$ cat config.mk
export PLATFORM = sky130hd
export DESIGN_NAME = fsp_rx
export DESIGN_NICKNAME = d
export VERILOG_FILES = /design/src/rtl/fsp_rx_pkg.sv /design/src/rtl/fsp_rx_framer.sv /design/src/rtl/fsp_rx_stage.sv /design/src/rtl/fsp_rx_irq.sv /design/src/rtl/fsp_rx.sv
export SDC_FILE = /design/constraint.sdc
export NUM_CORES = 1
export LEC_CHECK = 0
export BUFFER_PORTS_ARGS = -buffer_cell sky130_fd_sc_hd__buf_2
export CAP_MARGIN = 40
export CORE_AREA = 3 3 104 181
export CTS_CLUSTER_DIAMETER = 200
export CTS_CLUSTER_SIZE = 10
export DETAILED_ROUTE_END_ITERATION = 8
export DIE_AREA = 0 0 107 184
export PLACE_DENSITY = 0.57
export SLEW_MARGIN = 20
export SYNTH_ARGS = -nofsm -noshare
export SYNTH_HDL_FRONTEND = slang
export SYNTH_SLANG_ARGS = --single-unit
$ cat constraint.sdc
create_clock -name clk -period 10 [get_ports clk]
set_input_delay 2.5 -clock clk [delete_from_list [all_inputs] [get_ports clk]]
set_output_delay 2.5 -clock clk [all_outputs]
set_load 0.01 [all_outputs]
$ cat src/rtl/fsp_rx_pkg.sv
package fsp_rx_pkg;

  typedef enum logic [1:0] {
    FR_IDLE  = 2'd0,
    FR_DELAY = 2'd1,
    FR_DATA  = 2'd2
  } fr_state_t;

  typedef enum logic [1:0] {
    JM_RIGHT_ZERO = 2'd0,
    JM_RIGHT_SIGN = 2'd1,
    JM_LEFT_ZERO  = 2'd2,
    JM_SPARE      = 2'd3
  } just_mode_t;

  typedef enum logic [1:0] {
    IRQ_READY = 2'd0,
    IRQ_NONE  = 2'd1,
    IRQ_FRAME = 2'd2,
    IRQ_SYNC  = 2'd3
  } irq_src_t;

  // Number of bits carried by a word-length code; spare codes give 32.
  function automatic logic [5:0] code_to_bits(input logic [2:0] code);
    case (code)
      3'd0:    code_to_bits = 6'd8;
      3'd1:    code_to_bits = 6'd12;
      3'd2:    code_to_bits = 6'd16;
      3'd3:    code_to_bits = 6'd20;
      3'd4:    code_to_bits = 6'd24;
      default: code_to_bits = 6'd32;
    endcase
  endfunction

endpackage

$ cat src/rtl/fsp_rx_framer.sv
module fsp_rx_framer
  import fsp_rx_pkg::*;
#(
  parameter int DATA_W  = 32,
  parameter int FLEN_W  = 7,
  parameter int WCODE_W = 3
) (
  input  logic               clk,
  input  logic               rst_n,
  input  logic               rx_en,
  input  logic               bit_tick,
  input  logic               fsync_in,
  input  logic               sdata_in,
  input  logic               dual_phase,
  input  logic [WCODE_W-1:0] wlen1_code,
  input  logic [WCODE_W-1:0] wlen2_code,
  input  logic [FLEN_W-1:0]  flen1_code,
  input  logic [FLEN_W-1:0]  flen2_code,
  input  logic [1:0]         delay_code,
  input  logic               frame_ignore,
  output logic               word_done,
  output logic [DATA_W-1:0]  word_data,
  output logic [WCODE_W-1:0] word_code,
  output logic               frame_start,
  output logic               sync_hit
);

  localparam int BCNT_W = $clog2(DATA_W + 1);

  fr_state_t           state_q;
  logic [1:0]          skip_q;
  logic [BCNT_W-1:0]   bits_q;
  logic [FLEN_W-1:0]   words_q;
  logic                phase_q;
  logic [DATA_W-1:0]   shreg_q;

  logic                in_frame, start, take;
  logic [1:0]          eff_delay;
  logic                b_phase;
  logic [FLEN_W-1:0]   b_words;
  logic [BCNT_W-1:0]   b_bits;
  logic [DATA_W-1:0]   b_sh, sh_n;
  logic [WCODE_W-1:0]  cur_code;
  logic [FLEN_W-1:0]   cur_flen;
  logic [BCNT_W-1:0]   cur_len;
  logic                last_bit, last_word, last_phase;

  always_comb begin
    in_frame  = (state_q != FR_IDLE);
    eff_delay = (delay_code == 2'd3) ? 2'd2 : delay_code;
    start     = bit_tick && fsync_in && (!in_frame || !frame_ignore);
    sync_hit  = bit_tick && fsync_in && in_frame && !frame_ignore;

    // A restart discards the partial word and the frame position.
    b_phase = start ? 1'b0 : phase_q;
    b_words = start ? '0 : words_q;
    b_bits  = start ? '0 : bits_q;
    b_sh    = start ? '0 : shreg_q;

    if (start) take = bit_tick && (eff_delay == 2'd0);
    else       take = bit_tick && ((state_q == FR_DATA) ||
                                   (state_q == FR_DELAY && skip_q == 2'd0));

    cur_code   = b_phase ? wlen2_code : wlen1_code;
    cur_flen   = b_phase ? flen2_code : flen1_code;
    cur_len    = BCNT_W'(code_to_bits(3'(cur_code)));
    sh_n       = {b_sh[DATA_W-2:0], sdata_in};
    last_bit   = ((b_bits + 1'b1) == cur_len);
    last_word  = (b_words == cur_flen);
    last_phase = b_phase || !dual_phase;

    word_done   = take && last_bit;
    word_data   = sh_n;
    word_code   = cur_code;
    frame_start = start;
  end

  always_ff @(posedge clk or negedge rst_n) begin
    if (!rst_n) begin
      state_q <= FR_IDLE;
      skip_q  <= '0;
      bits_q  <= '0;
      words_q <= '0;
      phase_q <= 1'b0;
      shreg_q <= '0;
    end else if (!rx_en) begin
      state_q <= FR_IDLE;
      skip_q  <= '0;
      bits_q  <= '0;
      words_q <= '0;
      phase_q <= 1'b0;
      shreg_q <= '0;
    end else if (take) begin
      phase_q <= b_phase;
      words_q <= b_words;
      if (last_bit) begin
        shreg_q <= '0;
        bits_q  <= '0;
        if (last_word) begin
          if (last_phase) begin
            state_q <= FR_IDLE;
          end else begin
            phase_q <= 1'b1;
            words_q <= '0;
            state_q <= FR_DATA;
          end
        end else begin
          words_q <= b_words + 1'b1;
          state_q <= FR_DATA;
        end
      end else begin
        shreg_q <= sh_n;
        bits_q  <= b_bits + 1'b1;
        state_q <= FR_DATA;
      end
    end else if (start) begin
      state_q <= FR_DELAY;
      skip_q  <= eff_delay - 2'd1;
      bits_q  <= '0;
      words_q <= '0;
      phase_q <= 1'b0;
      shreg_q <= '0;
    end else if (bit_tick && state_q == FR_DELAY) begin
      skip_q <= skip_q - 2'd1;
    end
  end

endmodule

$ cat src/rtl/fsp_rx_stage.sv
module fsp_rx_stage
  import fsp_rx_pkg::*;
#(
  parameter int DATA_W  = 32,
  parameter int WCODE_W = 3
) (
  input  logic               clk,
  input  logic               rst_n,
  input  logic               rx_en,
  input  logic               word_done,
  input  logic [DATA_W-1:0]  word_data,
  input  logic [WCODE_W-1:0] word_code,
  input  logic [1:0]         just_mode,
  input  logic               rd_ready,
  output logic               rd_valid,
  output logic [DATA_W-1:0]  rd_data,
  output logic               overrun
);

  localparam int LEN_W = $clog2(DATA_W + 1);

  logic [DATA_W-1:0]  hold_q;
  logic [WCODE_W-1:0] hold_code_q;
  logic               hold_v;
  logic [DATA_W-1:0]  out_q;
  logic               out_v;
  logic               ovr_q;
  logic               pop, move, hold_free, load, drop;

  function automatic logic [DATA_W-1:0] justify(input logic [DATA_W-1:0]  raw,
                                                input logic [WCODE_W-1:0] code,
                                                input logic [1:0]         mode);
    logic [LEN_W-1:0]  len;
    logic [DATA_W-1:0] hi_mask;
    len     = LEN_W'(code_to_bits(3'(code)));
    hi_mask = {DATA_W{1'b1}} << len;
    case (just_mode_t'(mode))
      JM_RIGHT_SIGN: justify = raw[len - 1'b1] ? (raw | hi_mask) : raw;
      JM_LEFT_ZERO:  justify = raw << (DATA_W - int'(len));
      default:       justify = raw;
    endcase
  endfunction

  always_comb begin
    pop       = out_v && rd_ready;
    move      = hold_v && !out_v;
    hold_free = !hold_v || move;
    load      = word_done && hold_free;
    drop      = word_done && !hold_free;
  end

  always_ff @(posedge clk or negedge rst_n) begin
    if (!rst_n) begin
      hold_q      <= '0;
      hold_code_q <= '0;
      hold_v      <= 1'b0;
      out_q       <= '0;
      out_v       <= 1'b0;
      ovr_q       <= 1'b0;
    end else if (!rx_en) begin
      hold_v <= 1'b0;
      out_v  <= 1'b0;
      ovr_q  <= 1'b0;
    end else begin
      if (move) begin
        out_q <= justify(hold_q, hold_code_q, just_mode);
        out_v <= 1'b1;
      end else if (pop) begin
        out_v <= 1'b0;
      end

      if (load) begin
        hold_q      <= word_data;
        hold_code_q <= word_code;
        hold_v      <= 1'b1;
      end else if (move) begin
        hold_v <= 1'b0;
      end

      if (drop)     ovr_q <= 1'b1;
      else if (pop) ovr_q <= 1'b0;
    end
  end

  assign rd_valid = out_v;
  assign rd_data  = out_q;
  assign overrun  = ovr_q;

endmodule

$ cat src/rtl/fsp_rx_irq.sv
module fsp_rx_irq
  import fsp_rx_pkg::*;
(
  input  logic       clk,
  input  logic       rst_n,
  input  logic       rx_en,
  input  logic [1:0] irq_sel,
  input  logic       sync_hit,
  input  logic       sync_err_clr,
  input  logic       frame_start,
  input  logic       rd_valid,
  output logic       sync_err,
  output logic       irq
);

  logic sync_err_q;
  logic irq_q;
  logic irq_src;

  always_comb begin
    case (irq_src_t'(irq_sel))
      IRQ_READY: irq_src = rd_valid;
      IRQ_FRAME: irq_src = frame_start;
      IRQ_SYNC:  irq_src = sync_err_q;
      default:   irq_src = 1'b0;
    endcase
  end

  always_ff @(posedge clk or negedge rst_n) begin
    if (!rst_n) begin
      sync_err_q <= 1'b0;
      irq_q      <= 1'b0;
    end else if (!rx_en) begin
      sync_err_q <= 1'b0;
      irq_q      <= 1'b0;
    end else begin
      if (sync_hit)          sync_err_q <= 1'b1;
      else if (sync_err_clr) sync_err_q <= 1'b0;
      irq_q <= irq_src;
    end
  end

  assign sync_err = sync_err_q;
  assign irq      = irq_q;

endmodule

$ cat src/rtl/fsp_rx.sv
module fsp_rx
  import fsp_rx_pkg::*;
#(
  parameter int DATA_W  = 32,
  parameter int FLEN_W  = 7,
  parameter int WCODE_W = 3
) (
  input  logic               clk,
  input  logic               rst_n,
  input  logic               rx_en,
  input  logic               bit_tick,
  input  logic               fsync_in,
  input  logic               sdata_in,
  input  logic               dual_phase,
  input  logic [WCODE_W-1:0] wlen1_code,
  input  logic [WCODE_W-1:0] wlen2_code,
  input  logic [FLEN_W-1:0]  flen1_code,
  input  logic [FLEN_W-1:0]  flen2_code,
  input  logic [1:0]         delay_code,
  input  logic               frame_ignore,
  input  logic [1:0]         just_mode,
  input  logic [1:0]         irq_sel,
  input  logic               sync_err_clr,
  output logic               rd_valid,
  input  logic               rd_ready,
  output logic [DATA_W-1:0]  rd_data,
  output logic               overrun,
  output logic               sync_err,
  output logic               irq
);

  logic               word_done;
  logic [DATA_W-1:0]  word_data;
  logic [WCODE_W-1:0] word_code;
  logic               frame_start;
  logic               sync_hit;

  fsp_rx_framer #(.DATA_W(DATA_W), .FLEN_W(FLEN_W), .WCODE_W(WCODE_W)) framer_i (
    .clk          (clk),
    .rst_n        (rst_n),
    .rx_en        (rx_en),
    .bit_tick     (bit_tick),
    .fsync_in     (fsync_in),
    .sdata_in     (sdata_in),
    .dual_phase   (dual_phase),
    .wlen1_code   (wlen1_code),
    .wlen2_code   (wlen2_code),
    .flen1_code   (flen1_code),
    .flen2_code   (flen2_code),
    .delay_code   (delay_code),
    .frame_ignore (frame_ignore),
    .word_done    (word_done),
    .word_data    (word_data),
    .word_code    (word_code),
    .frame_start  (frame_start),
    .sync_hit     (sync_hit)
  );

  fsp_rx_stage #(.DATA_W(DATA_W), .WCODE_W(WCODE_W)) stage_i (
    .clk       (clk),
    .rst_n     (rst_n),
    .rx_en     (rx_en),
    .word_done (word_done),
    .word_data (word_data),
    .word_code (word_code),
    .just_mode (just_mode),
    .rd_ready  (rd_ready),
    .rd_valid  (rd_valid),
    .rd_data   (rd_data),
    .overrun   (overrun)
  );

  fsp_rx_irq irq_i (
    .clk          (clk),
    .rst_n        (rst_n),
    .rx_en        (rx_en),
    .irq_sel      (irq_sel),
    .sync_hit     (sync_hit),
    .sync_err_clr (sync_err_clr),
    .frame_start  (frame_start),
    .rd_valid     (rd_valid),
    .sync_err     (sync_err),
    .irq          (irq)
  );

endmodule

==> run_results.csv, run 1 <==
group,metric,value,unit
synth,ys_seq_elements,121,
sta,finalHoldViolations,0,
sta,tightestPinTransition,847,ps
synth,synth-edff-count,0,
layout,syn_to_final_growth,16.3,%
worst_setup_path,worstPathCellList,"buf_2 -> o21ai_1 -> nand3_1 -> buf_4 -> and2_1 -> ha_1 -> nand3_1 -> xor2_1 -> nand2_1 -> or3_4 -> a32oi_4 -> nand4_4 -> buf_12 -> nand2_1 -> o21ai_1",
global_routing,grt.total_usage,20.3,%
synth,ys_types,63,
power,p_per_area,145,mW/mm^2
clock_network,clockBufferDepth,2,
layout,final_nets,893,
floorplan,die_height,184,um
sta,fin_skew,11.8,ps
floorplan,dieWidth,107,um
placement,port_buffers,71,
global_routing,antenna_found_initial,0,
worst_setup_path,cp_max_fo,45,
synth,synthCells,804,
clock_network,cts_resized,0,
sta,tns,0,ps
global_routing,globalRoute.totalOverflow,0,
synth,synth_ff_type,"dfrtp_1",
clock_network,numCtsBuffers,17,
run,cap_violations,0,
placement,dp.cells,1062,
synth,yosys.area.top_type,"dfrtp_1",
worst_setup_path,critPathLaunchType,"input port",
clock_network,clock-sinks,121,
synth,syn-cell-area,0.00699,mm^2
synth,async_flop_share,100,%
synth,synth_area_leaders,"dfrtp_1 43%, nand2_1 7.9%, mux2i_1 4.7%",
floorplan,core,0.0175,mm^2
placement,gp_congestion,0.913,
detailed_routing,viasPerCell,5.52,
floorplan,num_rows,64,
min_path,hp-class,"flip-flop to flip-flop",
clock_network,ctsHoldBuffers,0,
clock_network,cts_setup_buffers,0,
sta,period_share,55.8,%
clock_network,h-tree-depth,4,
worst_setup_path,cp_data_arrival_time,5870,ps
detailed_routing,ant_nets,0,
worst_setup_path,worst_setup_path_end_kind,"flip-flop",
floorplan,boundaryPins,72,
synth,syn_avg_cell_area,8.70,um^2
power,p_leak,3.61,nW
synth,yosysWarnings,0,
global_routing,grt_start_max_net_pins,62,
detailed_routing,drc,0,
layout,instances_no_fill,1094,
sta,maxSlewViolCount,0,
sta,rsz0062_at_grt,"no",
worst_setup_path,cp.required,10290,ps
detailed_routing,first_iter_violations,335,
sta,post-route-min-period,5580,ps
clock_network,cts.reportedPaths.clkPinSlew,60,ps
worst_setup_path,crit_family,"simple AND/OR/NAND/NOR gates",
clock_network,clockRootBuffer,"clkbuf_16",
floorplan,dieArea,0.0197,mm^2
detailed_routing,drtPass1Iterations,4,
detailed_routing,num_vias,6034,
layout,postLayoutCoreUtil,46.4,%
layout,antennaDiodeCount,0,
synth,ys_seq_area_share,43.3,%
synth,yosysMostFrequentCell,"nand2_1",
power,vdd_drop_max,0.110,mV
status,outcome,"completed",
layout,drive_above_1_share,16.9,%
detailed_routing,wirelength,19.2,mm
synth,syn_nets,847,
clock_network,clk_latency,420,ps
worst_setup_path,crit_path_max_incr_delay,430,ps
synth,synthTopCellsByCount,"147 x nand2_1, 121 x dfrtp_1, 81 x nor2_1",
worst_setup_path,crit_slowest_cell,"nand4_4",
global_routing,grt_pass1_wl,31.2,mm
synth,synth_top_area_share,43.3,%
placement,post-dp-hpwl,14.1,mm
floorplan,start_util,39.9,%
clock_network,cts_tree,"done",
worst_setup_path,crit_type,"input port to flip-flop",
sta,setup_violations,0,
sta,setup_ws,4420,ps
placement,place_ws,4000,ps
sta,slew_headroom,43.6,%
detailed_routing,wl_per_cell,17.6,um
sta,fmax,179,MHz
global_routing,grt_pass1_vias,6011,
worst_setup_path,path_buf_inv,3,
## layout by cell type, fill, tap and decap left out, drive strengths merged, types with 3 or more instances in the layout
cell type | synthesis | layout
nand2 | 148 | 148
dfrtp | 121 | 121
o21ai | 93 | 93
buf | 17 | 83
nor2 | 81 | 81
a21oi | 37 | 37
mux2i | 33 | 33
a22oi | 32 | 32
inv | 19 | 25
nor2b | 19 | 19
o22ai | 18 | 18
clkbuf | 39 | 17
a211oi | 11 | 11
xnor2 | 9 | 9
mux4 | 8 | 8
nand4 | 8 | 8
nand3 | 7 | 7
ha | 7 | 7
a22o | 6 | 6
and3 | 6 | 6
or3 | 6 | 6
clkinv | 0 | 6
nor3b | 5 | 5
and2 | 5 | 5
a221oi | 5 | 5
xor2 | 5 | 5
nor3 | 5 | 5
o31ai | 5 | 5
nor4 | 4 | 4
o21bai | 4 | 4
a21o | 4 | 4
a31oi | 4 | 4
o211ai | 4 | 4
o21a | 4 | 4
o21ba | 3 | 3
mux2 | 3 | 3
## cell families after synthesis
group / synth area share [%]
xor+xnor: 1.86
buf+inv: 4.31
flops: 43.3
compound gates: 22.0
mux: 7.84
simple gates: 19.5
fa+ha+maj: 1.25
## power by group
part           internal, mW  total [mW]  leakage [nW]  switching (mW)
registers             0.491       0.494          1.69         0.00228
clock network         0.372       0.614         0.289           0.242
logic                0.0201      0.0708          1.63          0.0506
## routing by layer
metal | track usage [%] | share of wire [%]
met1 | 21.4 | 38
met2 | 36.5 | 52
met3 | 3.73 | 3.6
met4 | 13.3 | 6.1
met5 | 0 | 0
## per-stage QoR
step | hold slack (ps) | area [um^2] | total power, mW
final | 457 | 8140 | 1.18
after global routing | 487 | 8140 | 1.22
after CTS | 466 | 8140 | 1.19
after detailed placement | 453 | 7550 | 0.575
after global placement | 445 | 7490 | 0.573
after floorplan | 474 | 6990 | 0.540
## cell type report
| class | instances | area, um^2 |
|---|---|---|
| multi-input combinational | 608 | 3680 |
| fill | 1805 | 9400 |
| tap | 231 | 289 |
| timing repair buffer | 83 | 480 |
| inverter | 19 | 71.3 |
| clock buffer | 17 | 425 |
| clock inverter | 15 | 165 |
| sequential | 121 | 3030 |
## final timing paths
path	startpoint	end	slack, ps	depth (start not counted)
min in group asynchronous	rst_n	framer_i.phase_q	2110	1
setup reg to reg	framer_i.state_q[0]	stage_i.hold_q[25]	6100	14
setup / recovery	frame_ignore	stage_i.hold_q[25]	4420	15
max in group asynchronous	rst_n	stage_i.rd_data[21]	6770	3
hold / removal	stage_i.rd_data[3]	stage_i.rd_data[3]	460	2
hold reg to reg	stage_i.rd_data[3]	stage_i.rd_data[3]	460	2
## worst min-delay path, stage by stage (launching register included)
cell     delay (ps)
dfrtp_1         330
nand2_1          50
nand2_1          40
## registers in the layout, indices dropped and copies added (netlist names)
| register | flops |
|---|---|
| stage_i.hold_q | 32 |
| stage_i.rd_data | 32 |
| framer_i.shreg_q | 31 |
| framer_i.words_q | 7 |
| framer_i.bits_q | 6 |
| stage_i.hold_code_q | 3 |
| framer_i.skip_q | 2 |
| framer_i.state_q | 2 |
| framer_i.phase_q | 1 |
| irq_i.irq | 1 |
| irq_i.sync_err | 1 |
| stage_i.hold_v | 1 |
| stage_i.overrun | 1 |
| stage_i.rd_valid | 1 |
(Power assumes the default switching activity.)
==> inputs of run 2 (changes only) <==
PLACE_DENSITY = 0.59   (was 0.57)
clock period = 4.65 ns   (was 10 ns; I/O delays follow)
==> run 2 against run 1 <==
Critical path depth down 1. First-iteration DRC count shrank 7.5%. Flip-flop and latch count did not move. Power grew 110%. Sequential power increased by 110%. Combinational power rose by 120%. Clock skew barely moved.
==> run_results.csv, run 2 (same netlist as run 1, synthesis figures left out) <==
group,metric,value,unit
worst_setup_path,cp_max_fo,38,
layout,syn_to_final_growth,16.7,%
worst_setup_path,reg2reg_depth,13,
detailed_routing,wirelength,19.0,mm
worst_setup_path,regToRegStartpoint,"framer_i.state_q[1]",
sta,maxSlewViolCount,0,
worst_setup_path,crit_type,"input port to flip-flop",
sta,fin_skew,12.2,ps
sta,fmax,258,MHz
layout,final_cell_mix,"147 x nand2_1, 121 x dfrtp_1, 79 x nor2_1",
clock_network,cts_resized,0,
sta,slew_headroom,56.4,%
clock_network,clock-sinks,121,
worst_setup_path,critPathLaunchType,"input port",
placement,post-dp-hpwl,14.2,mm
sta,period_share,83.5,%
floorplan,boundaryPins,72,
clock_network,cts_setup_buffers,0,
detailed_routing,viasPerCell,5.49,
power,vdd_drop_max,0.217,mV
floorplan,num_rows,64,
clock_network,h-tree-depth,4,
min_path,hold_start,"stage_i.rd_data[3]",
detailed_routing,first_iter_violations,310,
worst_setup_path,crit_slowest_cell,"nand4_4",
clock_network,numCtsBuffers,17,
clock_network,ctsHoldBuffers,0,
global_routing,grt_pass1_vias,5940,
worst_setup_path,crit_family,"simple AND/OR/NAND/NOR gates",
min_path,hold_end,"stage_i.rd_data[3]",
layout,postLayoutCoreUtil,46.5,%
clock_network,cts_tree,"done",
run,cap_violations,0,
sta,setup_violations,0,
worst_setup_path,ff2ff_setup_slack,1090,ps
global_routing,grt.total_usage,20.0,%
detailed_routing,drtPass1Iterations,5,
layout,instances_no_fill,1099,
placement,gp_congestion,0.908,
global_routing,grt_pass1_wl,30.9,mm
detailed_routing,num_vias,6037,
sta,rsz0062_at_grt,"no",
min_path,min_path_cells,2,
worst_setup_path,worst_setup_path_end_kind,"flip-flop",
clock_network,clk_latency,410,ps
floorplan,die_height,184,um
min_path,hp-class,"flip-flop to flip-flop",
layout,final_common_cell,"nand2_1",
worst_setup_path,worstPathCellList,"buf_2 -> o21ai_1 -> nand3_1 -> and2_1 -> ha_1 -> nand3_1 -> xor2_1 -> nand2_1 -> or3_4 -> a32oi_4 -> nand4_4 -> buf_12 -> nand2_1 -> o21ai_1",
worst_setup_path,cp.required,4940,ps
layout,antennaDiodeCount,0,
sta,post-route-min-period,3880,ps
worst_setup_path,cp_data_arrival_time,4170,ps
clock_network,clockRootBuffer,"clkbuf_16",
placement,port_buffers,71,
global_routing,antenna_found_initial,0,
placement,dp.cells,1067,
sta,tightestPinTransition,648,ps
floorplan,start_util,39.9,%
floorplan,core,0.0175,mm^2
global_routing,globalRoute.totalOverflow,0,
detailed_routing,ant_nets,0,
sta,tns,0,ps
detailed_routing,drc,0,
floorplan,dieArea,0.0197,mm^2
layout,drive_above_1_share,17.2,%
clock_network,cts.reportedPaths.clkPinSlew,50,ps
power,p_leak,3.61,nW
power,p_per_area,305,mW/mm^2
worst_setup_path,path_buf_inv,2,
floorplan,dieWidth,107,um
layout,final_nets,898,
worst_setup_path,rr_endpoint,"stage_i.hold_code_q[2]",
global_routing,grt_start_max_net_pins,62,
detailed_routing,wl_per_cell,17.3,um
sta,finalHoldViolations,0,
clock_network,clockBufferDepth,2,
status,outcome,"completed",
worst_setup_path,crit_path_max_incr_delay,460,ps
run 2: power breakdown:
| group | internal [mW] | switching, mW | leakage [nW] |
|---|---|---|---|
| clock | 0.798 | 0.473 | 0.268 |
| sequential | 1.06 | 0.00447 | 1.69 |
| combinational | 0.0465 | 0.110 | 1.66 |
run 2: per-stage QoR:
| step | cell area (um^2) | setup slack [ps] | total power [mW] | hold slack (ps) |
|---|---|---|---|---|
| final | 8160 | 769 | 2.49 | 455 |
| after global routing | 8160 | 506 | 2.59 | 481 |
| after CTS | 8160 | 766 | 2.52 | 464 |
| after detailed placement | 7590 | 336 | 1.24 | 452 |
| after global placement | 7570 | 419 | 1.24 | 445 |
| after floorplan | 6990 | 851 | 1.16 | 474 |
run 2: routing by layer:
layer	global-route usage [%]	wire length, um
met4	9.93	787
met3	3.55	620
met1	21.4	7280
met2	37.1	10300
met5	0	0
run 2: cell type report:
class / instances / area, um^2
Sequential cell: 121 / 3030
Timing Repair Buffer: 88 / 523
Clock inverter: 12 / 126
Tap cell: 231 / 289
Inverter: 19 / 71.3
Multi-Input combinational cell: 608 / 3680
Clock buffer: 20 / 447
Fill cell: 1725 / 9380
run 2: how the worst max path moves through the flow:
| stage | from | end | slack [ps] | depth (start not counted) |
|---|---|---|---|---|
| 2_1_floorplan | bit_tick | stage_i.hold_q[0] | 850 | 12 |
| 3_3_place_gp | frame_ignore | stage_i.hold_q[22] | 420 | 14 |
| 3_5_place_dp | frame_ignore | stage_i.hold_q[17] | 340 | 14 |
| 4_1_cts | frame_ignore | stage_i.hold_code_q[2] | 770 | 14 |
| 5_1_grt | frame_ignore | stage_i.hold_q[21] | 510 | 13 |
| 6_report | frame_ignore | stage_i.hold_code_q[2] | 770 | 14 |
run 2: worst register-to-register path, stage by stage, from the launching register on:
cell     delay, ps
dfrtp_1        450
o21ai_1        210
nand3_1        150
and2_1         220
ha_1           260
nand3_1        140
xor2_1         240
nand2_1         90
or3_4          340
a32oi_4        390
nand4_4        470
buf_12         340
nand2_1         90
o21ai_1         60
==> inputs of run 3 (changes only) <==
PLACE_DENSITY = 0.57   (was 0.59)
clock period = 3.84 ns   (was 4.65 ns; I/O delays follow)
==> run 3 against run 2 <==
Core utilization increased by 0.32 points. Critical endpoint is now framer_i.words_q[5]. Highest routed layer unchanged. Clock power increased by 22%. Critical path type unchanged. Largest cell class unchanged. Hold slack improved by 9.4 ps.
==> run_results.csv, run 3 (same netlist as run 1, synthesis figures left out) <==
group,metric,value,unit
worst_setup_path,cp_max_fo,10,
power,combPwrFrac,6.4,%
clock_network,clockBufferDepth,2,
power,p_per_area,368,mW/mm^2
power,switchingPower,734,uW
worst_setup_path,cp.required,4130,ps
clock_network,cts_setup_buffers,0,
placement,dp.cells,1077,
sta,maxSlewViolCount,0,
layout,postLayoutCoreUtil,46.9,%
sta,rsz0062_at_grt,"no",
placement,post-dp-hpwl,14.7,mm
power,p_seq_share,42.5,%
power,p_leak,3.65,nW
worst_setup_path,worst_setup_path_end_kind,"flip-flop",
min_path,min_path_cells,2,
global_routing,globalRoute.totalOverflow,0,
sta,setup_violations,0,
sta,fmax,305,MHz
detailed_routing,first_iter_violations,346,
floorplan,boundaryPins,72,
worst_setup_path,regToRegStartpoint,"framer_i.state_q[0]",
sta,fin_skew,16.3,ps
layout,syn_to_final_growth,17.5,%
global_routing,grt_start_max_net_pins,49,
clock_network,cts.reportedPaths.clkPinSlew,70,ps
power,p_total,3.03,mW
clock_network,numCtsBuffers,17,
layout,final_common_cell,"nand2_1",
sta,holdWs,464,ps
global_routing,grt_pass1_wl,31.4,mm
worst_setup_path,reg2reg_depth,12,
layout,final_cell_mix,"147 x nand2_1, 121 x dfrtp_1, 79 x nor2_1",
clock_network,ctsHoldBuffers,0,
power,clockPowerShare,51.1,%
clock_network,clk_latency,420,ps
run,cap_violations,0,
floorplan,die_height,184,um
detailed_routing,wirelength,19.4,mm
worst_setup_path,cp_data_arrival_time,3560,ps
floorplan,num_rows,64,
floorplan,core,0.0175,mm^2
min_path,hp-class,"flip-flop to flip-flop",
status,outcome,"completed",
clock_network,clockRootBuffer,"clkbuf_16",
power,switching_share,24.2,%
power,vdd_drop_max,0.235,mV
sta,finalHoldViolations,0,
global_routing,grt_pass1_vias,6108,
clock_network,h-tree-depth,4,
layout,antennaDiodeCount,0,
global_routing,antenna_found_initial,0,
layout,instances_no_fill,1109,
detailed_routing,viasPerCell,5.48,
floorplan,dieArea,0.0197,mm^2
clock_network,cts_tree,"done",
sta,tightestPinTransition,750,ps
detailed_routing,wl_per_cell,17.5,um
floorplan,dieWidth,107,um
global_routing,grt.total_usage,20.5,%
sta,tns,0,ps
detailed_routing,num_vias,6082,
clock_network,clock-sinks,121,
worst_setup_path,crit_start,"frame_ignore",
power,intPower,2.29,mW
sta,post-route-min-period,3280,ps
detailed_routing,drc,0,
min_path,hold_start,"stage_i.rd_data[0]",
detailed_routing,drtPass1Iterations,6,
layout,drive_above_1_share,18.2,%
placement,port_buffers,71,
floorplan,start_util,39.9,%
clock_network,cts_resized,0,
sta,slew_headroom,49.5,%
detailed_routing,ant_nets,0,
sta,period_share,85.3,%
worst_setup_path,crit_type,"input port to flip-flop",
layout,final_nets,908,
placement,gp_congestion,0.882,
worst_setup_path,critPathLaunchType,"input port",
## run 3: cell count changes in the layout (fill, tap and decap cells not counted), sizes merged
cell,before,now
buf,88,98
inv,19,21
clkinv,5,4
clkbuf,20,18
clkinvlp,5,6
## run 3: final timing paths
check	end	slack, ps
hold reg to reg	stage_i.rd_data[0]	460
min in group asynchronous	framer_i.bits_q[2]	570
hold / removal	stage_i.rd_data[0]	460
max in group asynchronous	stage_i.rd_data[3]	2380
setup / recovery	framer_i.words_q[5]	560
setup reg to reg	framer_i.words_q[5]	670
## run 3: power groups by stage
stage | logic [mW] | clock network [mW] | registers, mW
after global placement | 0.197 | 0 | 1.31
after CTS | 0.198 | 1.58 | 1.29
after global routing | 0.217 | 1.63 | 1.29
final | 0.194 | 1.55 | 1.29
after detailed placement | 0.198 | 0 | 1.31
after floorplan | 0.0990 | 0 | 1.31
## run 3: final cells by class
cell class                      count  area, um^2
Multi-Input combinational cell    608        3680
Timing Repair Buffer               98         573
Clock buffer                       18         429
Tap cell                          231         289
Inverter                           19        71.3
Fill cell                        1766        9320
Sequential cell                   121        3030
Clock inverter                     14         150
## run 3: critical path, stage by stage
cell,delay [ps]
buf_2,120
o21ai_1,100
nand3_1,150
and2_1,220
ha_1,210
nand3_1,130
xor2_1,240
nand2_1,80
or3_4,340
a32oi_4,320
nand2_4,150
nor2_1,350
o221ai_1,180
## run 3: metal layers
metal,wire (um),up-vias,part of all wire [%],global-route usage [%]
li1,-,2971,-,-
met1,7400,2900,38,22.0
met2,10300,151,53,36.7
met3,603,60,3.1,3.69
met4,1090,0,5.6,13.0
met5,0,-,0,0
## run 3: per-stage QoR
step                instance area (um^2)  setup slack (ps)
finish                              8220               563
global route                        8220               339
CTS                                 8220               580
detailed placement                  7640               123
global placement                    7640               230
floorplan                           6990               244
